### config.mk
export PLATFORM = sky130hd
export DESIGN_NAME = dual_ratio_divider
export DESIGN_NICKNAME = d
export VERILOG_FILES = /design/src/rtl/divpair_pkg.sv /design/src/rtl/divpair_lane.sv /design/src/rtl/divpair_ctrl.sv /design/src/rtl/divpair_path.sv /design/src/rtl/dual_ratio_divider.sv
export SDC_FILE = /design/constraint.sdc
export NUM_CORES = 1
export LEC_CHECK = 0
export ABC_AREA = 1
export ABC_CLOCK_PERIOD_IN_PS = 4950
export BUFFER_PORTS_ARGS = -buffer_cell sky130_fd_sc_hd__buf_2
export CAP_MARGIN = 10
export CORE_UTILIZATION = 54
export CTS_CLUSTER_SIZE = 24
export DETAILED_ROUTE_END_ITERATION = 7
export PLACE_DENSITY_LB_ADDON = 0.25
export SLEW_MARGIN = 40
export SYNTH_ARGS = -nofsm -noshare
export SYNTH_HDL_FRONTEND = slang
export SYNTH_HIERARCHICAL = 1
export SYNTH_SLANG_ARGS = --single-unit
export TNS_END_PERCENT = 30
### constraint.sdc
create_clock -name clkIn -period 4.95 [get_ports clkIn]
set_input_delay 0.99 -clock clkIn [delete_from_list [all_inputs] [get_ports clkIn]]
set_output_delay 0.99 -clock clkIn [all_outputs]
set_load 0.01 [all_outputs]
### src/rtl/divpair_pkg.sv
package divpair_pkg;
  localparam int DIV_CW = 3;

  typedef struct packed {
    logic adv;   // dividers step on this rising edge
    logic load;  // ratios reload and counters restart
  } divStrobe_t;

  function automatic int unsigned ratioForA(input logic sel);
    return sel ? 4 : 2;
  endfunction

  function automatic int unsigned ratioForB(input logic [1:0] sel);
    if (sel[1]) return 5;
    return sel[0] ? 6 : 4;
  endfunction
endpackage

### src/rtl/divpair_lane.sv
module divpair_lane #(
  parameter int CNT_W  = divpair_pkg::DIV_CW,
  parameter bit ODD_OK = 1'b0
) (
  input  logic             clk,
  input  logic             rst,
  input  logic             adv,
  input  logic             load,
  input  logic [CNT_W-1:0] ratioIn,
  output logic             last,
  output logic             clkOut
);
  logic [CNT_W-1:0] ratQ, cntQ, ratN, cntN;
  logic posQ;

  assign last = (cntQ == ratQ - 1'b1);

  always_comb begin
    ratN = load ? ratioIn : ratQ;
    if (load || last) cntN = '0;
    else              cntN = cntQ + 1'b1;
  end

  always_ff @(posedge clk or posedge rst) begin
    if (rst) begin
      ratQ <= CNT_W'(2);
      cntQ <= '0;
      posQ <= 1'b0;
    end else if (adv) begin
      ratQ <= ratN;
      cntQ <= cntN;
      posQ <= (cntN < (ratN >> 1));
    end
  end

  generate
    if (ODD_OK) begin : g_odd
      logic negQ;
      // half-period extension for odd ratios
      always_ff @(negedge clk or posedge rst) begin
        if (rst) negQ <= 1'b0;
        else     negQ <= posQ & ratQ[0];
      end
      assign clkOut = posQ | negQ;
    end else begin : g_even
      assign clkOut = posQ;
    end
  endgenerate
endmodule

### src/rtl/divpair_ctrl.sv
module divpair_ctrl (
  input  logic                     clk,
  input  logic                     rst,
  input  logic                     runN,
  input  logic                     atJoint,
  output divpair_pkg::divStrobe_t  strobe
);
  logic runQ, startQ;

  // run control retimed on the falling edge
  always_ff @(negedge clk or posedge rst) begin
    if (rst) runQ <= 1'b0;
    else     runQ <= ~runN;
  end

  always_ff @(posedge clk or posedge rst) begin
    if (rst)       startQ <= 1'b1;
    else if (runQ) startQ <= 1'b0;
  end

  always_comb begin
    strobe.adv  = runQ;
    strobe.load = runQ & (startQ | atJoint);
  end
endmodule

### src/rtl/divpair_path.sv
module divpair_path #(
  parameter int CNT_W = divpair_pkg::DIV_CW
) (
  input  logic                    clk,
  input  logic                    rst,
  input  logic                    selA,
  input  logic [1:0]              selB,
  input  divpair_pkg::divStrobe_t strobe,
  output logic                    atJoint,
  output logic                    divA,
  output logic                    divB
);
  localparam int LANES = 2;

  logic [CNT_W-1:0] ratioV [LANES];
  logic [LANES-1:0] lastV, clkV;

  assign ratioV[0] = CNT_W'(divpair_pkg::ratioForA(selA));
  assign ratioV[1] = CNT_W'(divpair_pkg::ratioForB(selB));

  for (genvar i = 0; i < LANES; i++) begin : g_lane
    divpair_lane #(.CNT_W(CNT_W), .ODD_OK(i == 1)) lane_i (
      .clk    (clk),
      .rst    (rst),
      .adv    (strobe.adv),
      .load   (strobe.load),
      .ratioIn(ratioV[i]),
      .last   (lastV[i]),
      .clkOut (clkV[i])
    );
  end

  assign atJoint = &lastV;
  assign divA    = clkV[0];
  assign divB    = clkV[1];
endmodule

### src/rtl/dual_ratio_divider.sv
module dual_ratio_divider #(
  parameter int CNT_W = divpair_pkg::DIV_CW
) (
  input  logic       clkIn,
  input  logic       mrst,
  input  logic       runN,
  input  logic       selA,
  input  logic [1:0] selB,
  output logic       divA,
  output logic       divB
);
  divpair_pkg::divStrobe_t strobe;
  logic atJoint;

  divpair_ctrl ctrl_i (
    .clk    (clkIn),
    .rst    (mrst),
    .runN   (runN),
    .atJoint(atJoint),
    .strobe (strobe)
  );

  divpair_path #(.CNT_W(CNT_W)) path_i (
    .clk    (clkIn),
    .rst    (mrst),
    .selA   (selA),
    .selB   (selB),
    .strobe (strobe),
    .atJoint(atJoint),
    .divA   (divA),
    .divB   (divB)
  );
endmodule

==> run_results.csv, run 1 <==
group,metric,value,unit
critical_path,worstPathArrival,3.48,ns
yosys,syn_nets,155,
critical_path,critPathMaxFanout,1,
floorplanning,core-area,1780,um^2
critical_path,crit_path_end_kind,"output port",
yosys,yosys_most_used_dff,"dfrtp_1",
drt,viasPerCell,4.64,
clock_network,clkSinkCount,17,
drt,drt_iter0_markers,19,
yosys,yosys.area.top_type,"dfrtp_1",
floorplanning,start_util,59.8,%
yosys,synth_cell_type_count,22,
clock_network,clk_pin_slew,0.09,ns
finish,finalInstanceArea,1170,um^2
yosys,synth_edf_count,0,
yosys,syn_area,1070,um^2
clock_network,cts-root-buf,"clkbuf_4",
yosys,ys_warn_count,6,
floorplanning,chipHeight,46.4,um
floorplanning,ios,8,
sta,maxSlewViolCount,0,
critical_path,max_stage_delay,0.32,ns
drt,drc,0,
clock_network,cts-resized-gates,0,
critical_path,worstPathCellList,"or2_2 > buf_2",
yosys,synth_top_area_share,28.2,%
critical_path,start_kind,"register",
global_route,grt_pass1_wl,2950,um
place,dp_hpwl,1390,um
sta,fin_tns_setup,0,ns
global_route,first_global_vias,715,
critical_path,path_class,"reg -> out",
clock_network,clock_latency,0.29,ns
place,placed_cells,176,
global_route,grtUsageTotal,20.2,%
critical_path,cp_slowest_cell,"dfrtn_1",
yosys,synth_common_cells,"nand2_1 (43), inv_1 (28), dfrtp_1 (12)",
yosys,yosysMostFrequentCell,"nand2_1",
drt,dr.pass1.iters,4,
power_and_ir_drop,leakagePower,0.000682,uW
place,globalplace.congestion,0.814,
global_route,antenna_found_initial,0,
sta,rsz0062_at_grt,"no",
yosys,synth-seq-cells,17,
min_path,hold_path_class,"reg -> reg",
yosys,synth_area_leaders,"dfrtp_1 (28%), nand2_1 (15%), inv_1 (9.9%)",
drt,wirelength,1750,um
clock_network,post_cts_buffers,0,
clock_network,clockBufferDepth,2,
clock_network,cts_buffers,3,
sta,finalHoldViolations,0,
yosys,avgSynthCellArea,7.45,um^2
clock_network,htreeDepth,1,
outcome,status,"complete, no violations",
drt,wl_per_cell,9.74,um
sta,finClkSkew,0.00143,ns
clock_network,cts_tree,"yes",
finish,nets,168,
finish,drive_above_1_share,21.9,%
drt,antenna_left,0,
clock_network,holdBufCountCts,0,
sta,finalSetupViolations,0,
power_and_ir_drop,p_per_area,626,nW/um^2
place,placed_area,1140,um^2
finish,finalNonFillerCells,180,
finish,area_delta_synth_final,9.39,%
floorplanning,core.rowCount,15,
critical_path,required,3.96,ns
critical_path,critPathBufInv,1,
yosys,synth_cells,143,
run,max_cap_viol_count,0,
drt,vias,836,
yosys,async_flop_share,100,%
critical_path,critical-path-top-delay-family,"flip-flops",
global_route,grt_max_degree,16,
yosys,synth-seq-area-share,40.3,%
finish,num_antenna_cells,0,
floorplanning,die_area,2160,um^2
floorplanning,die_w,46.4,um
critical_path,r2r_setup_slack,0.78,ns
power_and_ir_drop,ir_drop,0.000342,V
place,port_buffers,7,
global_route,grt-ovfl-total,0,
power_and_ir_drop,total_power,730,uW
sequential cells by signal, indices dropped and copies added, names as in the netlist:
| signal | flops |
|---|---|
| ctrl_i/runQ | 1 |
| ctrl_i/startQ | 1 |
| path_i/g_lane.lane_i/clkOut | 1 |
| path_i/g_lane.lane_i/cntQ | 6 |
| path_i/g_lane.lane_i/g_odd.negQ | 1 |
| path_i/g_lane.lane_i/posQ | 1 |
| path_i/g_lane.lane_i/ratQ | 6 |
placed cells by master, fill, tap and decap left out:
cell | synthesis | final
a21oi_1 | 2 | 2
and3_4 | 2 | 2
buf_2 | 0 | 7
buf_4 | 1 | 2
clkbuf_1 | 0 | 1
clkbuf_4 | 0 | 3
conb_1 | 2 | 2
dfrtn_1 | 2 | 2
dfrtp_1 | 12 | 12
dfstp_2 | 3 | 3
ha_1 | 6 | 6
inv_1 | 28 | 28
inv_2 | 2 | 2
nand2_1 | 43 | 43
nand2_2 | 7 | 7
nand3_1 | 4 | 4
nand3_2 | 2 | 2
nor2_1 | 5 | 5
nor2_2 | 5 | 5
o21a_1 | 2 | 2
o21ai_0 | 9 | 9
o21ai_1 | 1 | 1
or2_2 | 1 | 1
xnor2_1 | 2 | 2
xor2_1 | 2 | 2
kinds of logic (layout without fill, tap and decap cells):
family	count (synthesis)	count (layout)	synth area share (%)
AND/OR/NAND/NOR	69	69	30.4
buffers and inverters	31	43	11.3
flip-flops	17	17	40.3
AO/OA/AOI/OAI	14	14	7.04
adder cells (fa/ha/maj)	6	6	7.04
XOR/XNOR	4	4	3.29
other	2	2	0.704
cell type report:
type,instances,area [um^2]
Inverter,30,113
Sequential cell,17,429
Timing Repair Buffer,9,50.0
Tap cell,25,31.3
Clock buffer,4,26.3
Multi-Input combinational cell,95,517
Fill cell,161,617
per-stage QoR:
step / worst slack (ns) / hold WS, ns / utilization, %
after floorplan: 0.805 / 0.419 / -
after global placement: 0.795 / 0.428 / 63.9
after detailed placement: 0.793 / 0.430 / 63.9
after CTS: 0.471 / 0.446 / 65.4
after global routing: 0.447 / 0.467 / 65.4
final: 0.480 / 0.443 / 65.4
path summary, 6_finish.rpt:
kind                                                               from                                            to  depth (start not counted)
max                        path_i/g_lane[1].lane_i/g_odd.negQ$_DFF_NP0_                                          divB                          2
min                                           ctrl_i/startQ$_DFFE_PP1P_                     ctrl_i/startQ$_DFFE_PP1P_                          2
max reg2reg                                       ctrl_i/runQ$_DFF_NP0_    path_i/g_lane[0].lane_i/clkOut$_DFFE_PP0P_                          8
min reg2reg                                   ctrl_i/startQ$_DFFE_PP1P_                     ctrl_i/startQ$_DFFE_PP1P_                          2
max in group asynchronous                                          mrst  path_i/g_lane[1].lane_i/g_odd.negQ$_DFF_NP0_                          2
min in group asynchronous                                          mrst   path_i/g_lane[0].lane_i/cntQ[1]$_DFFE_PP0P_                          2
power breakdown:
group,internal (uW),switching (uW),leakage (uW)
combinational,186,227,0.000471
sequential,198,45.1,0.000196
clock,31.4,42.0,0.0000150
worst reg2reg max path, stage by stage, from the launching register on:
cell and delay (ns):
dfrtn_1 0.41, inv_1 0.04, nor2_1 0.35, inv_1 0.16, and3_4 0.21, ha_1 0.26, nand2_1 0.05, nand2_1 0.06
nand2_1 0.05
layer usage:
metal | vias up | track usage [%] | part of all wire, %
met3 | 4 | 3.53 | 2.7
met4 | 0 | 10.6 | 1.2
met2 | 15 | 29.2 | 44
met5 | - | 0 | 0
li1 | 451 | - | -
met1 | 366 | 28.7 | 52
No activity file was read; power rests on OpenSTA's default activity.
==> inputs of run 2 (changes only) <==
--- a/config.mk
+++ b/config.mk
@@ -9,10 +9,11 @@
 export ABC_CLOCK_PERIOD_IN_PS = 4950
 export BUFFER_PORTS_ARGS = -buffer_cell sky130_fd_sc_hd__buf_2
 export CAP_MARGIN = 10
-export CORE_UTILIZATION = 54
+export CORE_UTILIZATION = 44
 export CTS_CLUSTER_SIZE = 24
 export DETAILED_ROUTE_END_ITERATION = 7
 export PLACE_DENSITY_LB_ADDON = 0.25
+export SKIP_CTS_REPAIR_TIMING = 1
 export SLEW_MARGIN = 40
 export SYNTH_ARGS = -nofsm -noshare
 export SYNTH_HDL_FRONTEND = slang
==> run_results.csv, run 2 (synthesis results as in run 1) <==
group,metric,value,unit
critical_path,worstPathArrival,3.49,ns
drt,vias,847,
finish,nets,168,
power_and_ir_drop,leakagePower,0.000685,uW
run,max_cap_viol_count,0,
global_route,antenna_found_initial,0,
global_route,grt_max_degree,16,
finish,area_delta_synth_final,9.86,%
sta,fin_tns_setup,0,ns
drt,viasPerCell,4.63,
critical_path,critical-path-top-delay-family,"flip-flops",
min_path,min_from,"ctrl_i/startQ$_DFFE_PP1P_",
clock_network,clkSinkCount,17,
critical_path,crit_path_start,"path_i/g_lane[1].lane_i/g_odd.negQ$_DFF_NP0_",
drt,dr.pass1.iters,6,
outcome,status,"complete, no violations",
place,globalplace.congestion,0.836,
floorplanning,ios,8,
floorplanning,chipHeight,51.2,um
drt,drt_iter0_markers,12,
finish,num_antenna_cells,0,
power_and_ir_drop,total_power,738,uW
global_route,grt_pass1_wl,3270,um
sta,finalHoldViolations,0,
finish,drive_above_1_share,22.6,%
place,port_buffers,7,
clock_network,cts_tree,"yes",
clock_network,clock_latency,0.30,ns
power_and_ir_drop,p_per_area,630,nW/um^2
finish,layout_common_cells,"nand2_1 (43), inv_1 (28), dfrtp_1 (12)",
clock_network,clk_pin_slew,0.11,ns
sta,rsz0062_at_grt,"no",
power_and_ir_drop,ir_drop,0.000319,V
floorplanning,die_area,2620,um^2
drt,wl_per_cell,10.2,um
floorplanning,core.rowCount,17,
critical_path,crit_path_end_kind,"output port",
clock_network,htreeDepth,1,
critical_path,critPathBufInv,1,
critical_path,start_kind,"register",
global_route,first_global_vias,778,
floorplanning,core-area,2250,um^2
clock_network,clockBufferDepth,2,
critical_path,required,3.96,ns
drt,drc,0,
drt,antenna_left,0,
min_path,hold_path_class,"reg -> reg",
sta,finClkSkew,0.00937,ns
clock_network,cts_buffers,3,
finish,reg.largest.list,"path_i/g_lane.lane_i/cntQ (6), path_i/g_lane.lane_i/ratQ (6)",
global_route,grt-ovfl-total,0,
clock_network,cts-root-buf,"clkbuf_4",
global_route,grtUsageTotal,17.6,%
finish,regArea,429,um^2
critical_path,worstPathCellList,"or2_2 > buf_2",
floorplanning,die_w,51.2,um
critical_path,path_class,"reg -> out",
floorplanning,start_util,47.3,%
critical_path,r2r-start,"ctrl_i/runQ$_DFF_NP0_",
sta,maxSlewViolCount,0,
critical_path,critPathMaxFanout,1,
finish,multi_input_comb_area,517,um^2
place,dp_hpwl,1480,um
critical_path,cp_slowest_cell,"dfrtn_1",
sta,whs,0.446,ns
finish,final_common_cell,"nand2_1",
sta,finalSetupViolations,0,
finish,fill_cells,243,
critical_path,max_stage_delay,0.32,ns
drt,wirelength,1870,um
run 2: final timing paths:
| check | slack [ns] | to | depth (start not counted) |
|---|---|---|---|
| max in group asynchronous | 1.68 | path_i/g_lane[1].lane_i/g_odd.negQ$_DFF_NP0_ | 2 |
| min in group asynchronous | 0.63 | path_i/g_lane[0].lane_i/clkOut$_DFFE_PP0P_ | 2 |
| worst max register to register | 0.77 | path_i/g_lane[1].lane_i/posQ$_DFFE_PP0P_ | 8 |
| worst max-delay path | 0.47 | divB | 2 |
| worst min register to register | 0.45 | ctrl_i/startQ$_DFFE_PP1P_ | 2 |
| worst min-delay path | 0.45 | ctrl_i/startQ$_DFFE_PP1P_ | 2 |
run 2: where the power goes:
group	leakage, uW	switching (uW)	internal, uW
logic	0.000471	229	187
registers	0.000196	46.9	198
clock network	0.0000177	47.0	30.2
total	0.000685	323	415
run 2: tightest hold or removal path: cells and delay by family, from the launching register on:
family                 cells  cell delay [ns]
DFF                        1             0.38
buffers and inverters      1             0.04
and+or+nand+nor            1             0.03
run 2: layout make-up:
class,instances,share of cell area [%]
multi-input combinational,95,44.1
sequential,17,36.6
inverter,30,9.62
timing repair buffer,9,4.27
tap,28,2.99
clock buffer,3,1.92
clock inverter,1,0.427
run 2: layer usage:
metal  GRT usage [%]  vias to the layer above  share of wire, %
met2            26.1                        9                44
li1                -                      449                 -
met1            24.2                      384                51
met4            9.46                        0               2.0
met3            3.57                        5               2.1
met5               0                        -                 0
run 2: per-stage QoR:
| step | std cells | instance area (um^2) | setup WS, ns | utilization [%] |
|---|---|---|---|---|
| 4_1_cts | 183 | 1170 | 0.451 | 51.9 |
| 3_5_place_dp | 179 | 1140 | 0.770 | 50.7 |
| 3_3_place_gp | 179 | 1140 | 0.796 | 50.7 |
| 5_1_grt | 183 | 1170 | 0.427 | 51.9 |
| 2_1_floorplan | 143 | 1070 | 0.805 | - |
| 6_report | 183 | 1170 | 0.466 | 51.9 |
==> inputs of run 3 (changes only) <==
--- a/config.mk
+++ b/config.mk
@@ -17,6 +17,5 @@
 export SLEW_MARGIN = 40
 export SYNTH_ARGS = -nofsm -noshare
 export SYNTH_HDL_FRONTEND = slang
-export SYNTH_HIERARCHICAL = 1
 export SYNTH_SLANG_ARGS = --single-unit
 export TNS_END_PERCENT = 30
==> run_results.csv, run 3 <==
group,metric,value,unit
sta,finalHoldViolations,0,
drt,vias,715,
clock_network,cts-root-buf,"clkbuf_4",
finish,nets,144,
floorplanning,core.rowCount,16,
finish,largest_reg_flops,6,
yosys,syn_area,960,um^2
critical_path,r2r-start,"ctrl_i.runQ$_DFF_NP0_",
run,max_cap_viol_count,0,
finish,finalCoreUtilization,53.4,%
floorplanning,chipHeight,48.7,um
critical_path,crit_path_end,"divB",
yosys,synth-seq-area-share,42.1,%
finish,num_antenna_cells,0,
critical_path,crit_path_start,"path_i.g_lane[1].lane_i.g_odd.negQ$_DFF_NP0_",
global_route,grtUsageMet3,2.83,%
global_route,met1_usage,22.6,%
sta,fin_tns_setup,0,ns
clock_network,clockBufferDepth,2,
critical_path,start_kind,"register",
critical_path,path_class,"reg -> out",
global_route,grt_max_degree,11,
critical_path,crit_path_end_kind,"output port",
finish,multi_input_comb_area,465,um^2
floorplanning,die_w,48.7,um
drt,wl_per_cell,10.0,um
yosys,async_flop_share,100,%
power_and_ir_drop,leakagePower,0.000631,uW
drt,antenna_left,0,
floorplanning,die_area,2370,um^2
sta,maxSlewViolCount,0,
yosys,synth-seq-cells,16,
yosys,ys_warn_count,0,
finish,drive_above_1_share,25.0,%
place,dp_hpwl,1260,um
critical_path,worstRegToRegCells,7,
power_and_ir_drop,p_per_area,630,nW/um^2
sta,worst_pin_slew,0.381,ns
sta,rsz0062_at_grt,"no",
global_route,grt-ovfl-total,0,
clock_network,cts_tree,"yes",
global_route,grt_pass1_wl,2940,um
drt,drt_iter0_markers,10,
sta,finClkSkew,0.00707,ns
global_route,busiest_layer,"met2",
clock_network,cts_buffers,3,
critical_path,r2r_setup_slack,0.89,ns
drt,drc,0,
drt,viasPerCell,4.50,
outcome,status,"complete, no violations",
drt,dr.pass1.iters,4,
finish,regArea,404,um^2
clock_network,clock_latency,0.28,ns
clock_network,htreeDepth,1,
power_and_ir_drop,ir_drop,0.000301,V
drt,wirelength,1600,um
yosys,synth_cell_type_count,28,
sta,maxSlewHeadroom,74.6,%
global_route,antenna_found_initial,0,
finish,fill_cells,194,
yosys,synth_area_leaders,"dfrtp_1 (29%), nand2_1 (15%), dfstp_2 (8.2%)",
global_route,use_met2,24.8,%
critical_path,worstPathArrival,3.52,ns
sta,finalSetupViolations,0,
yosys,synth_top_area_share,28.7,%
yosys,syn_nets,131,
place,globalplace.congestion,0.791,
critical_path,required,3.96,ns
floorplanning,start_util,47.9,%
min_path,hold_path_class,"reg -> reg",
finish,layout_common_cells,"nand2_1 (39), inv_1 (19), dfrtp_1 (11)",
clock_network,clkSinkCount,16,
yosys,yosys.area.top_type,"dfrtp_1",
critical_path,reg2reg_to,"path_i.g_lane[0].lane_i.clkOut$_DFFE_PP0P_",
finish,area_delta_synth_final,11.3,%
clock_network,clk_pin_slew,0.10,ns
yosys,synth_cells,120,
place,port_buffers,7,
floorplanning,core-area,2000,um^2
floorplanning,ios,8,
yosys,synth_common_cells,"nand2_1 (39), inv_1 (19), dfrtp_1 (11)",
global_route,grtUsageTotal,16.5,%
yosys,synth_edf_count,0,
finish,final_common_cell,"nand2_1",
critical_path,critPathMaxFanout,1,
finish,reg.largest.list,"path_i.g_lane.lane_i.cntQ (6), path_i.g_lane.lane_i.ratQ (5)",
global_route,first_global_vias,680,
yosys,yosysMostFrequentCell,"nand2_1",
yosys,avgSynthCellArea,8.00,um^2
yosys,yosys_most_used_dff,"dfrtp_1",
finish,top_register,"path_i.g_lane.lane_i.cntQ",
[run 3: cell types whose count changed in the layout (fill, tap and decap cells not counted), moves of 2 or more]
cell	delta
nand2_2	-2
a21oi_1	-2
o21ai_0	-5
nand2_1	-4
inv_1	-9
nor2_2	-4
conb_1	-2
nand2_4	+2
and3_4	-2
nor2_1	+2
[run 3: worst min path at each step]
stage | to | startpoint | cells after the start | slack [ns]
3_5_place_dp | path_i.g_lane[1].lane_i.ratQ[1]$_DFFE_PP1P_ | path_i.g_lane[1].lane_i.ratQ[1]$_DFFE_PP1P_ | 2 | 0.47
4_1_cts | path_i.g_lane[1].lane_i.ratQ[1]$_DFFE_PP1P_ | path_i.g_lane[1].lane_i.ratQ[1]$_DFFE_PP1P_ | 2 | 0.48
5_1_grt | path_i.g_lane[1].lane_i.ratQ[1]$_DFFE_PP1P_ | path_i.g_lane[1].lane_i.ratQ[1]$_DFFE_PP1P_ | 2 | 0.51
6_report | path_i.g_lane[1].lane_i.ratQ[1]$_DFFE_PP1P_ | path_i.g_lane[1].lane_i.ratQ[1]$_DFFE_PP1P_ | 2 | 0.48
3_3_place_gp | path_i.g_lane[0].lane_i.clkOut$_DFFE_PP0P_ | path_i.g_lane[0].lane_i.clkOut$_DFFE_PP0P_ | 2 | 0.47
2_1_floorplan | path_i.g_lane[1].lane_i.ratQ[1]$_DFFE_PP1P_ | path_i.g_lane[1].lane_i.ratQ[1]$_DFFE_PP1P_ | 2 | 0.46
[run 3: metal layers]
metal	wire length [um]	vias to the layer above
li1	-	391
met1	852	317
met2	702	5
met3	21	2
met4	21	0
met5	0	-
[run 3: power by group]
group,leakage [uW],switching (uW),total (uW),internal (uW)
Clock,0.0000210,40.5,85.2,44.7
Combinational,0.000418,196,345,149
Sequential,0.000191,53.0,243,190
[run 3: cell families after synthesis]
| logic type | Yosys count | synth area share, % |
|---|---|---|
| buf+inv | 22 | 9.39 |
| fa+ha+maj | 5 | 6.52 |
| xor+xnor | 2 | 1.83 |
| flops | 16 | 42.1 |
| simple gates | 68 | 35.7 |
| compound gates | 7 | 4.43 |
[run 3: area by class of cell]
cell class / count / share of cell area, %
clock buffers: 4 / 3.40
inverters: 21 / 7.38
multi-input cells: 82 / 43.6
flip-flops and latches: 16 / 37.8
well taps: 27 / 3.16
repair buffers: 9 / 4.68
[run 3: through the flow]
stage	area [um^2]	worst slack [ns]	hold slack, ns	std cells	power [uW]
2_1_floorplan	960	0.895	0.456	120	519
3_3_place_gp	1030	0.797	0.467	155	576
3_5_place_dp	1030	0.790	0.469	155	590
4_1_cts	1070	0.438	0.485	159	681
5_1_grt	1070	0.411	0.510	159	761
6_report	1070	0.442	0.481	159	674
[run 3: critical path, cell delays in order (launching register included)]
cell	delay [ns]
dfrtn_1	0.34
or2_2	0.27
buf_2	0.14
